<file path="src/rtl/fcd_pkg.sv">
package fcd_pkg;

    typedef enum logic [1:0] {
        ENG_IDLE = 2'd0,
        ENG_PROG = 2'd1,
        ENG_CHIP = 2'd2,
        ENG_SECT = 2'd3
    } eng_t;

    typedef enum logic [3:0] {
        S_READ, S_U1, S_U2, S_PGM, S_E3, S_E4, S_E5, S_BYP, S_BPGM, S_BRST
    } seq_t;

    typedef struct packed {
        logic rst;
        logic pgm;
        logic chip;
        logic sect;
        logic add;
        logic susp;
        logic resm;
    } pulse_t;

    localparam int CMP_BITS = 11;
    localparam int KEY_W    = CMP_BITS + 1;

    localparam logic [7:0] OP_UNLK_A = 8'hAA;
    localparam logic [7:0] OP_UNLK_B = 8'h55;
    localparam logic [7:0] OP_RESET  = 8'hF0;
    localparam logic [7:0] OP_IDENT  = 8'h90;
    localparam logic [7:0] OP_PROG   = 8'hA0;
    localparam logic [7:0] OP_BYPASS = 8'h20;
    localparam logic [7:0] OP_ERASE  = 8'h80;
    localparam logic [7:0] OP_CHIP   = 8'h10;
    localparam logic [7:0] OP_SECT   = 8'h30;
    localparam logic [7:0] OP_SUSP   = 8'hB0;
    localparam logic [7:0] OP_BYPEXIT = 8'h00;

    // Unlock key expected for the first (second=0) or second (second=1) write
    function automatic logic [KEY_W-1:0] unlock_key(input logic second, input logic byte_mode);
        if (byte_mode) return second ? 12'h555 : 12'hAAA;
        else           return second ? 12'h2AA : 12'h555;
    endfunction

endpackage

</file>
<file path="src/rtl/fcd_match.sv">
module fcd_match
    import fcd_pkg::*;
#(
    parameter int ADDR_W = 16,
    parameter int DATA_W = 16
) (
    input  logic [ADDR_W-1:0] wr_addr,
    input  logic              wr_lsb,
    input  logic [DATA_W-1:0] wr_data,
    input  logic              byte_mode,
    output logic              at_u1,
    output logic              at_u2,
    output logic [7:0]        code
);
    logic [KEY_W-1:0] key;

    always_comb begin
        key   = byte_mode ? {wr_addr[CMP_BITS-1:0], wr_lsb} : {1'b0, wr_addr[CMP_BITS-1:0]};
        at_u1 = (key == unlock_key(1'b0, byte_mode));
        at_u2 = (key == unlock_key(1'b1, byte_mode));
        code  = wr_data[7:0];
    end
endmodule

</file>
<file path="src/rtl/fcd_seq.sv">
module fcd_seq
    import fcd_pkg::*;
#(
    parameter int ADDR_W = 16,
    parameter int DATA_W = 16
) (
    input  logic              clk,
    input  logic              rst,
    input  logic              wr_valid,
    input  logic              at_u1,
    input  logic              at_u2,
    input  logic [7:0]        code,
    input  logic [ADDR_W-1:0] wr_addr,
    input  logic              wr_lsb,
    input  logic [DATA_W-1:0] wr_data,
    input  eng_t              eng,
    input  logic              erase_window,
    output pulse_t            pulses,
    output logic [ADDR_W:0]   tgt_addr,
    output logic [DATA_W-1:0] tgt_data,
    output logic              id_mode,
    output logic              bypass_mode
);
    seq_t   st, st_n;
    pulse_t ev;
    logic   cap, id_n, byp_n;

    always_comb begin
        st_n  = st;
        ev    = '0;
        cap   = 1'b0;
        id_n  = id_mode;
        byp_n = bypass_mode;
        if (wr_valid) begin
            unique case (eng)
                ENG_SECT: begin
                    if (code == OP_RESET) begin
                        ev.rst = 1'b1;
                        id_n   = 1'b0;
                    end else if (code == OP_SUSP) begin
                        ev.susp = 1'b1;
                    end else if (code == OP_SECT && erase_window) begin
                        ev.add = 1'b1;
                        cap    = 1'b1;
                    end
                end
                ENG_IDLE: begin
                    unique case (st)
                        S_READ: begin
                            if (code == OP_RESET) begin
                                ev.rst = 1'b1;
                                id_n   = 1'b0;
                            end else if (code == OP_SECT) begin
                                ev.resm = 1'b1;
                            end else if (code == OP_UNLK_A && at_u1) begin
                                st_n = S_U1;
                            end
                        end
                        S_U1: begin
                            if (code == OP_UNLK_B && at_u2) st_n = S_U2;
                            else begin st_n = S_READ; id_n = 1'b0; end
                        end
                        S_U2: begin
                            st_n = S_READ;
                            if (!at_u1) id_n = 1'b0;
                            else begin
                                unique case (code)
                                    OP_RESET:  begin ev.rst = 1'b1; id_n = 1'b0; end
                                    OP_IDENT:  id_n = 1'b1;
                                    OP_PROG:   st_n = S_PGM;
                                    OP_BYPASS: begin byp_n = 1'b1; id_n = 1'b0; st_n = S_BYP; end
                                    OP_ERASE:  st_n = S_E3;
                                    default:   id_n = 1'b0;
                                endcase
                            end
                        end
                        S_PGM: begin
                            ev.pgm = 1'b1;
                            cap    = 1'b1;
                            id_n   = 1'b0;
                            st_n   = S_READ;
                        end
                        S_E3: begin
                            if (code == OP_UNLK_A && at_u1) st_n = S_E4;
                            else begin st_n = S_READ; id_n = 1'b0; end
                        end
                        S_E4: begin
                            if (code == OP_UNLK_B && at_u2) st_n = S_E5;
                            else begin st_n = S_READ; id_n = 1'b0; end
                        end
                        S_E5: begin
                            st_n = S_READ;
                            id_n = 1'b0;
                            if (code == OP_CHIP && at_u1) ev.chip = 1'b1;
                            else if (code == OP_SECT) begin
                                ev.sect = 1'b1;
                                cap     = 1'b1;
                            end
                        end
                        S_BYP: begin
                            if (code == OP_PROG)       st_n = S_BPGM;
                            else if (code == OP_IDENT) st_n = S_BRST;
                            else if (code == OP_RESET) ev.rst = 1'b1;
                        end
                        S_BPGM: begin
                            ev.pgm = 1'b1;
                            cap    = 1'b1;
                            st_n   = S_BYP;
                        end
                        S_BRST: begin
                            if (code == OP_BYPEXIT) begin
                                byp_n = 1'b0;
                                st_n  = S_READ;
                            end else st_n = S_BYP;
                        end
                        default: st_n = S_READ;
                    endcase
                end
                default: ;
            endcase
        end
    end

    always_ff @(posedge clk) begin
        if (rst) begin
            st          <= S_READ;
            pulses      <= '0;
            id_mode     <= 1'b0;
            bypass_mode <= 1'b0;
            tgt_addr    <= '0;
            tgt_data    <= '0;
        end else begin
            st          <= st_n;
            pulses      <= ev;
            id_mode     <= id_n;
            bypass_mode <= byp_n;
            if (cap) begin
                tgt_addr <= {wr_addr, wr_lsb};
                tgt_data <= wr_data;
            end
        end
    end


    pulse_onehot_chk: assert property (@(posedge clk) disable iff (rst)
        $onehot0(pulses));


    no_write_no_pulse_chk: assert property (@(posedge clk) disable iff (rst)
        !wr_valid |=> (pulses == '0));


    busy_ignore_chk: assert property (@(posedge clk) disable iff (rst)
        (wr_valid && (eng == ENG_PROG || eng == ENG_CHIP)) |=> ((pulses == '0) && $stable(st)));


    add_in_window_chk: assert property (@(posedge clk) disable iff (rst)
        pulses.add |-> $past(erase_window && wr_valid && eng == ENG_SECT));


    bypass_entry_chk: assert property (@(posedge clk) disable iff (rst)
        $rose(bypass_mode) |-> $past(wr_valid && at_u1 && code == OP_BYPASS));
endmodule

</file>
<file path="src/rtl/fcd_id_rd.sv">
module fcd_id_rd #(
    parameter logic [7:0] MAKER_CODE  = 8'h3C,
    parameter logic [7:0] DEVICE_CODE = 8'hC3
) (
    input  logic       id_mode,
    input  logic [1:0] rd_sel,
    input  logic       prot_flag,
    output logic [7:0] id_data
);
    always_comb begin
        id_data = 8'h00;
        if (id_mode) begin
            unique case (rd_sel)
                2'b00:   id_data = MAKER_CODE;
                2'b01:   id_data = DEVICE_CODE;
                2'b10:   id_data = {7'b0, prot_flag};
                default: id_data = 8'h00;
            endcase
        end
    end
endmodule

</file>
<file path="src/rtl/flash_cmd_decoder.sv">
module flash_cmd_decoder
    import fcd_pkg::*;
#(
    parameter int         ADDR_W      = 16,
    parameter int         DATA_W      = 16,
    parameter logic [7:0] MAKER_CODE  = 8'h3C,
    parameter logic [7:0] DEVICE_CODE = 8'hC3
) (
    input  logic              clk,
    input  logic              rst,
    input  logic              byte_mode,
    input  logic              wr_valid,
    input  logic [ADDR_W-1:0] wr_addr,
    input  logic              wr_lsb,
    input  logic [DATA_W-1:0] wr_data,
    input  logic [1:0]        eng_state,
    input  logic              erase_window,
    input  logic [1:0]        rd_sel,
    input  logic              prot_flag,
    output logic              cmd_reset,
    output logic              cmd_program,
    output logic              cmd_chip_erase,
    output logic              cmd_sector_erase,
    output logic              cmd_add_sector,
    output logic              cmd_suspend,
    output logic              cmd_resume,
    output logic [ADDR_W:0]   tgt_addr,
    output logic [DATA_W-1:0] tgt_data,
    output logic              id_mode,
    output logic              bypass_mode,
    output logic [7:0]        id_data
);
    logic       at_u1, at_u2;
    logic [7:0] code;
    pulse_t     pulses;

    fcd_match #(.ADDR_W(ADDR_W), .DATA_W(DATA_W)) match_i (
        .wr_addr(wr_addr), .wr_lsb(wr_lsb), .wr_data(wr_data), .byte_mode(byte_mode),
        .at_u1(at_u1), .at_u2(at_u2), .code(code)
    );

    fcd_seq #(.ADDR_W(ADDR_W), .DATA_W(DATA_W)) seq_i (
        .clk(clk), .rst(rst), .wr_valid(wr_valid), .at_u1(at_u1), .at_u2(at_u2),
        .code(code), .wr_addr(wr_addr), .wr_lsb(wr_lsb), .wr_data(wr_data),
        .eng(eng_t'(eng_state)), .erase_window(erase_window), .pulses(pulses),
        .tgt_addr(tgt_addr), .tgt_data(tgt_data), .id_mode(id_mode),
        .bypass_mode(bypass_mode)
    );

    fcd_id_rd #(.MAKER_CODE(MAKER_CODE), .DEVICE_CODE(DEVICE_CODE)) id_i (
        .id_mode(id_mode), .rd_sel(rd_sel), .prot_flag(prot_flag), .id_data(id_data)
    );

    assign cmd_reset        = pulses.rst;
    assign cmd_program      = pulses.pgm;
    assign cmd_chip_erase   = pulses.chip;
    assign cmd_sector_erase = pulses.sect;
    assign cmd_add_sector   = pulses.add;
    assign cmd_suspend      = pulses.susp;
    assign cmd_resume       = pulses.resm;
endmodule

</file>
<file path="config.mk">
export PLATFORM = sky130hd
export DESIGN_NAME = flash_cmd_decoder
export DESIGN_NICKNAME = d
export VERILOG_FILES = /design/src/rtl/fcd_pkg.sv /design/src/rtl/fcd_match.sv /design/src/rtl/fcd_seq.sv /design/src/rtl/fcd_id_rd.sv /design/src/rtl/flash_cmd_decoder.sv
export SDC_FILE = /design/constraint.sdc
export NUM_CORES = 1
export LEC_CHECK = 0
export ABC_AREA = 1
export BUFFER_PORTS_ARGS = -buffer_cell sky130_fd_sc_hd__buf_2
export CORE_MARGIN = 8
export CORE_UTILIZATION = 48
export DETAILED_ROUTE_END_ITERATION = 7
export GPL_TIMING_DRIVEN = 0
export PLACE_DENSITY = 0.83
export SYNTH_ARGS = -nofsm -noshare
export SYNTH_HDL_FRONTEND = slang
export SYNTH_SLANG_ARGS = --single-unit
export TNS_END_PERCENT = 5
</file>
<file path="constraint.sdc">
create_clock -name clk -period 4.4 [get_ports clk]
set_clock_uncertainty 0.1 [all_clocks]
set_input_delay 0 -clock clk [delete_from_list [all_inputs] [get_ports clk]]
set_output_delay 0 -clock clk [all_outputs]
set_load 0.01 [all_outputs]
</file>
==> results of run 1 <==
==> cells in the final DEF (no fill, tap or decap), types with 2 or more instances in the layout <==
cell type	instances
buf_6	9
nand3_1	51
nand2_4	2
ha_1	2
inv_1	52
nor3_1	8
o21ai_0	15
o21ai_1	2
nand2_1	105
dlygate4sd3_1	37
nor2_2	3
dfxtp_1	46
buf_4	6
a21oi_1	41
clkbuf_1	7
buf_2	91
nor2_4	2
nand2_2	4
clkbuf_8	5
nor3_2	2
nor2_1	57
nand4_1	11
==> timing repair <==
item                                   CTS  global route
hold buffers                            37             0
buffers inserted                         0             0
endpoints found under the hold margin   42             0
resized for setup                        0             0
==> layout make-up <==
class,instances,area (um2),share of cell area [%]
sequential,46,920.9,24.19
multi-input combinational,316,1484,38.97
buffer,22,172.7,4.535
tap,72,90.09,2.366
clock inverter,3,43.79,1.150
antenna,1,2.502,0.06572
timing repair buffer,128,825.8,21.69
clock buffer,5,68.82,1.807
inverter,53,198.9,5.225
==> layer usage <==
metal,up-vias,global-route usage (%)
met3,26,6.112
met1,1547,26.26
met2,168,38.02
li1,1683,-
met5,-,0
met4,0,7.248
==> registers in the layout (all words and copies together) (netlist names) <==
signal,flops
seq_i.st,4
seq_i.id_mode,1
seq_i.pulses,7
seq_i.bypass_mode,1
seq_i.tgt_addr,17
seq_i.tgt_data,16
==> power groups by stage <==
stage	registers [mW]	clock network, mW	logic [mW]
2_1_floorplan	0.428	0	0.0679
3_3_place_gp	0.428	0	0.113
3_5_place_dp	0.428	0	0.116
4_1_cts	0.418	0.332	0.141
5_1_grt	0.418	0.349	0.159
6_report	0.418	0.329	0.145
==> stage by stage <==
step           instances  power, mW
2_1_floorplan        437     0.4959
3_3_place_gp         600     0.5407
3_5_place_dp         600     0.5434
4_1_cts              645     0.8906
5_1_grt              646     0.9262
6_report             646     0.8915
==> cell families (layout without fill, tap and decap cells) <==
family	count (synthesis)	after routing	synth area share (%)
AO/OA/AOI/OAI	65	65	12.44
adder cells (fa/ha/maj)	2	2	0.9012
buffers and inverters	75	211	13.38
flip-flops	46	46	33.17
other	0	1	0
AND/OR/NAND/NOR	249	249	40.11
==> worst max-delay path, cell delays in order <==
cell	delay, ns
dlygate4sd3_1	0.54
buf_2	0.15
nor2_1	0.16
nand2_2	0.14
nor2_4	0.17
nand2_2	0.12
inv_1	0.08
nand4_2	0.13
nand2_4	0.17
nand2_4	0.10
buf_6	0.17
nand2_1	0.08
a21oi_1	0.06
==> worst paths after layout <==
kind,startpoint,endpoint,slack [ns],depth (start not counted)
max,wr_data[1],seq_i.tgt_addr[0],2.40,13
min,eng_state[1],seq_i.pulses[1],0.09,4
max reg2reg,seq_i.st[3],seq_i.tgt_addr[6],2.48,10
min reg2reg,seq_i.bypass_mode,seq_i.bypass_mode,0.36,2
==> results by group, run 1 <==
Outcome
  • Status: finished clean

Placement
  • Post-Place Worst Slack: ~2.5 ns
  • Placed inst area: between 3000 and 4000 um2
  • IO buf count: 91
  • Routability cong.: between 0.9 and 1
  • DPL Wire Length: 6.784 mm

Drt
  • Vias per cell: between 5 and 6
  • Wirelength, routed: 9.587 mm
  • Drt wl/cell: ~15 um
  • Drc violations: 0
  • Highest routed layer: met4
  • Metal3 WL: 793 um
  • DRT iter0 DRCs: between 200 and 300
  • Wire length on met2: 4.607 mm
  • Final ANT Viol Nets: 0
  • M1 wire length: between 3 and 4 mm
  • Drt first pass iters: 5
  • Via count: around 3400

Die
  • Initial cell density of the core: between 50% and 60%
  • Die area: around 8500 um2
  • Die width: 92.06 um
  • Die Span Y: roughly 90 um
  • Core ar.: between 5000 and 6000 um2
  • I/O pin count: slightly above 90
  • Row count: 27

STA
  • Hold Fails Final Rpt: 0
  • Fin. max-slew vios: 0
  • RSZ-0062 raised after global routing: false
  • Period utilization: 45.37%
  • Endpoints failing setup: 0
  • Fin crit period: roughly 2 ns
  • Hold_ws: 0.08746 ns
  • FMAX: between 500 and 600 MHz
  • Final worst setup slack: 2.404 ns
  • Max_slew headroom: between 60 and 70%
  • Final TNS setup: 0 ns
  • Worst Max-Slew Pin Slew: 0.5349 ns

Pwr
  • Maximum VDD drop: around 0.00017 V
  • Leakage: roughly 1.8 nW
  • Internal power: between 0.6 and 0.7 mW
  • Sw power: around 0.24 mW
  • Logic gate share of total power: between 10% and 20%
  • Sw frac: around 27%
  • Flop pwr share: between 40 and 50%
  • PD cells: 234.2 nW/um2
  • Power share of the clock group: 36.8%

Global routing
  • First-pass GRT wire length: approximately 16 mm
  • Vias in the first global route: roughly 3400
  • Pin count of the biggest net entering global routing: 16
  • GRT Total Usage: between 20 and 25%
  • Initial antenna violation count: 1
  • GRT overflow: 0

Clock tree
  • Inserted Clock Buffers: 5
  • CTS tree: yes
  • Clk slew on worst S/H paths: approximately 0.1 ns
  • Clk_lat worst skew: 0.30 ns
  • Clock sink count: 46
  • Cell at the root of the clock tree: clkbuf_8
  • Clock buffer depth: 2
  • H-tree depth: 2

Synthesis
  • Commonest cells in the netlist: 105 x nand2_1, 57 x nor2_1, 52 x inv_1
  • Distinct cells, synth: 31
  • Register bit total from synthesis: 46
  • Top cell type's share of synthesized area: between 30% and 40%
  • EDFF count, synth: 0
  • Async S/R FF share, synth: 0%
  • Syn Std Cell Area: 2776 um2
  • Synth area leader: dfxtp_1
  • Area contributors post-synth: dfxtp_1 33%, nand2_1 14%, nand3_1 9.2%, nor2_1 7.7%, a21oi_1 7.4%
  • Cell count after synthesis: approximately 440
  • Share of the yosys chip area belonging to registers: about a third
  • Synth Warn #: 0
  • Syn Area/Cell: about 6.4 um2
  • Primary FF master, synth: dfxtp_1
  • Top-count cell post-synth: nand2_1
  • Mapped Nets: 482

Worst hold path
  • Hold Path Class: in2reg

Worst setup path
  • Req. time, crit path: 4.47 ns
  • Crit Path Max Fanout: 10
  • Crit path launch type: primary input
  • Worst Setup End Kind: register
  • Arr. time, crit path: between 2 and 2.5 ns
  • Crit Path Class: in2reg

Cells and area
  • Share of cells above drive strength 1: between 20% and 30%
  • Fillers: between 400 and 500
  • Final Core Density: between 60% and 70%
  • Post-Layout Inst Area: about 3800 um2
  • Area Growth Syn to Fin: 37.13%
  • Nets: between 600 and 700

Flow run
  • Max-Cap Viols: 0
(Power assumes the default switching activity.)
==> run 2, diff against run 1 <==
--- a/config.mk
+++ b/config.mk
@@ -8,7 +8,7 @@
 export ABC_AREA = 1
 export BUFFER_PORTS_ARGS = -buffer_cell sky130_fd_sc_hd__buf_2
 export CORE_MARGIN = 8
-export CORE_UTILIZATION = 48
+export CORE_UTILIZATION = 46
 export DETAILED_ROUTE_END_ITERATION = 7
 export GPL_TIMING_DRIVEN = 0
 export PLACE_DENSITY = 0.83
==> constraint.sdc (replaced) <==
create_clock -name clk -period 1.79 [get_ports clk]
set_clock_uncertainty 0.1 [all_clocks]
set_input_delay 0 -clock clk [delete_from_list [all_inputs] [get_ports clk]]
set_output_delay 0 -clock clk [all_outputs]
set_load 0.01 [all_outputs]
==> results by group, run 2 (synthesis gave the netlist of run 1 again) <==
Clock tree
  • Cell at the root of the clock tree: clkbuf_8
  • Clock buffer depth: 2
  • Inserted Clock Buffers: 5
  • Clk slew on worst S/H paths: roughly 0.09 ns
  • CTS tree: yes
  • H-tree depth: 2
  • Clk_lat worst skew: just under 0.3 ns
  • Clock sink count: 46

Pwr
  • Maximum VDD drop: around 0.00037 V
  • Sw power: approximately 0.58 mW
  • Flop pwr share: between 50 and 60%
  • Logic gate share of total power: 18.4%
  • Internal power: 1.443 mW
  • Sw frac: 28.53%
  • Leakage: around 1.9 nW
  • Final Power: 2.019 mW
  • PD cells: approximately 490 nW/um2
  • Power share of the clock group: 31.0%

Cells and area
  • Share of cells above drive strength 1: 30.63%
  • Biggest regs: seq_i.tgt_addr: 17 flops, seq_i.tgt_data: 16 flops, seq_i.pulses: 7 flops
  • Commonest cells after routing, fill and taps aside: 102 x nand2_1, 91 x buf_2, 51 x nor2_1
  • Biggest register: seq_i.tgt_addr
  • Ant. Diodes: 0
  • Area Growth Syn to Fin: 48.58%
  • Nets: roughly 640
  • Final Core Density: a little over two thirds
  • Most common cell after layout, fill and taps aside: nand2_1
  • Max reg flops: 17

Outcome
  • Failing checks: setup timing
  • Status: finished with violations

Global routing
  • GRT overflow: 0
  • Pin count of the biggest net entering global routing: 14
  • Initial antenna violation count: 0
  • GRT Total Usage: approximately 22%
  • Vias in the first global route: between 3000 and 4000
  • First-pass GRT wire length: 16.15 mm

Placement
  • DPL Wire Length: around 6.7 mm
  • Routability cong.: 0.9079
  • IO buf count: approximately 90

Flow run
  • Max-Cap Viols: 0

Die
  • Initial cell density of the core: a little under half
  • Die Span Y: between 90 and 100 um
  • Row count: 28
  • Core ar.: 5886 um2
  • Die area: between 8000 and 9000 um2
  • I/O pin count: 93
  • Die width: roughly 94 um

Worst setup path
  • Crit Path Class: reg2reg
  • Crit path launch type: register
  • Req. time, crit path: around 1.9 ns
  • Crit Path Max Fanout: 10
  • Worst Setup End Kind: register
  • Arr. time, crit path: 1.87 ns

Drt
  • Final ANT Viol Nets: 0
  • Drt first pass iters: 7
  • Wirelength, routed: approximately 10 mm
  • Vias per cell: between 5 and 6
  • Drc violations: 0
  • Drt wl/cell: roughly 15 um
  • Via count: ~3500
  • DRT iter0 DRCs: between 150 and 200

STA
  • FMAX: ~550 MHz
  • Endpoints failing setup: 8
  • Final worst setup slack: -0.01647 ns
  • Fin. max-slew vios: 0
  • RSZ-0062 raised after global routing: true
  • Hold Fails Final Rpt: 0
  • Fin crit period: between 1.5 and 2 ns
  • Worst Max-Slew Pin Slew: approximately 0.63 ns
  • Period utilization: 100.9%
  • Max_slew headroom: about three fifths

Worst hold path
  • Hold Path Class: in2reg
[run 2: changes by cell type in the layout (fill, tap and decap cells not counted), moves of 4 or more]
cell,delta
a21oi_1,-6
a21oi_2,+6
buf_4,+14
dfxtp_1,-4
inv_1,-4
inv_2,+4
nand3_1,-4
nand3_2,+4
nor2_1,-6
o21ai_0,-7
o21ai_1,+4
[run 2: final timing paths]
kind                                         from                end  slack [ns]  cells after the start
worst min register to register  seq_i.bypass_mode  seq_i.bypass_mode        0.36                      2
worst min-delay path                     wr_valid  seq_i.bypass_mode        0.08                      4
worst max-delay path                  seq_i.st[3]  seq_i.tgt_addr[4]       -0.02                     10
worst max register to register        seq_i.st[3]  seq_i.tgt_addr[4]       -0.02                     10
[run 2: power groups by stage]
| stage | Sequential, mW | Clock [mW] | Combinational [mW] |
|---|---|---|---|
| 2_1_floorplan | 1.05 | 0 | 0.167 |
| 3_3_place_gp | 1.05 | 0 | 0.278 |
| 3_5_place_dp | 1.05 | 0 | 0.286 |
| 4_1_cts | 1.02 | 0.630 | 0.348 |
| 5_1_grt | 1.02 | 0.664 | 0.407 |
| 6_report | 1.02 | 0.625 | 0.371 |
[run 2: metal layers]
layer,up-vias,wire length (um),GRT usage (%)
met5,-,0,0
met4,0,217,8.851
met3,21,970,6.395
met2,164,4929,38.80
met1,1604,3790,24.95
li1,1713,-,-
[run 2: per-stage QoR]
step / hold WS (ns) / instance area [um2] / instances / worst slack, ns / TNS, ns
after floorplan: -0.03486 / 2776 / 437 / 0.1792 / 0
after global placement: 0.1703 / 3326 / 603 / -0.0006487 / -0.0006487
after detailed placement: 0.1763 / 3326 / 603 / -0.09903 / -1.976
after CTS: 0.04664 / 4029 / 666 / -0.01953 / -0.2996
after global routing: 0.1020 / 4125 / 666 / -0.08853 / -1.756
final: 0.07507 / 4125 / 666 / -0.01647 / -0.05211
[run 2: layout make-up]
| type | instances | area, um2 |
|---|---|---|
| flip-flops and latches | 46 | 933.4 |
| repair buffers | 148 | 1020 |
| multi-input cells | 316 | 1623 |
| inverters | 53 | 198.9 |
| well taps | 75 | 93.84 |
| clock buffers | 6 | 72.57 |
| fillers | 482 | 1760 |
| clock inverters | 1 | 7.507 |
| plain buffers | 21 | 176.4 |
[run 2: repair_timing]
action                     in CTS  in global routing
hold endpoints to repair       42                  0
hold buffers                   37                  0
buffers inserted               18                  2
pin swaps                      13                 26
gates cloned                    1                  0
setup endpoints to repair      33                 41
gates resized for setup        24                 35
[run 2: worst max-delay path: stages, from the launching register on]
cell and delay [ns]:
dfxtp_4 0.37, buf_4 0.14, nand3_2 0.06, inv_1 0.03, or2_1 0.25, o21ai_2 0.18
nand2_4 0.12, buf_6 0.14, buf_8 0.13, nand3_1 0.10, a21oi_2 0.06
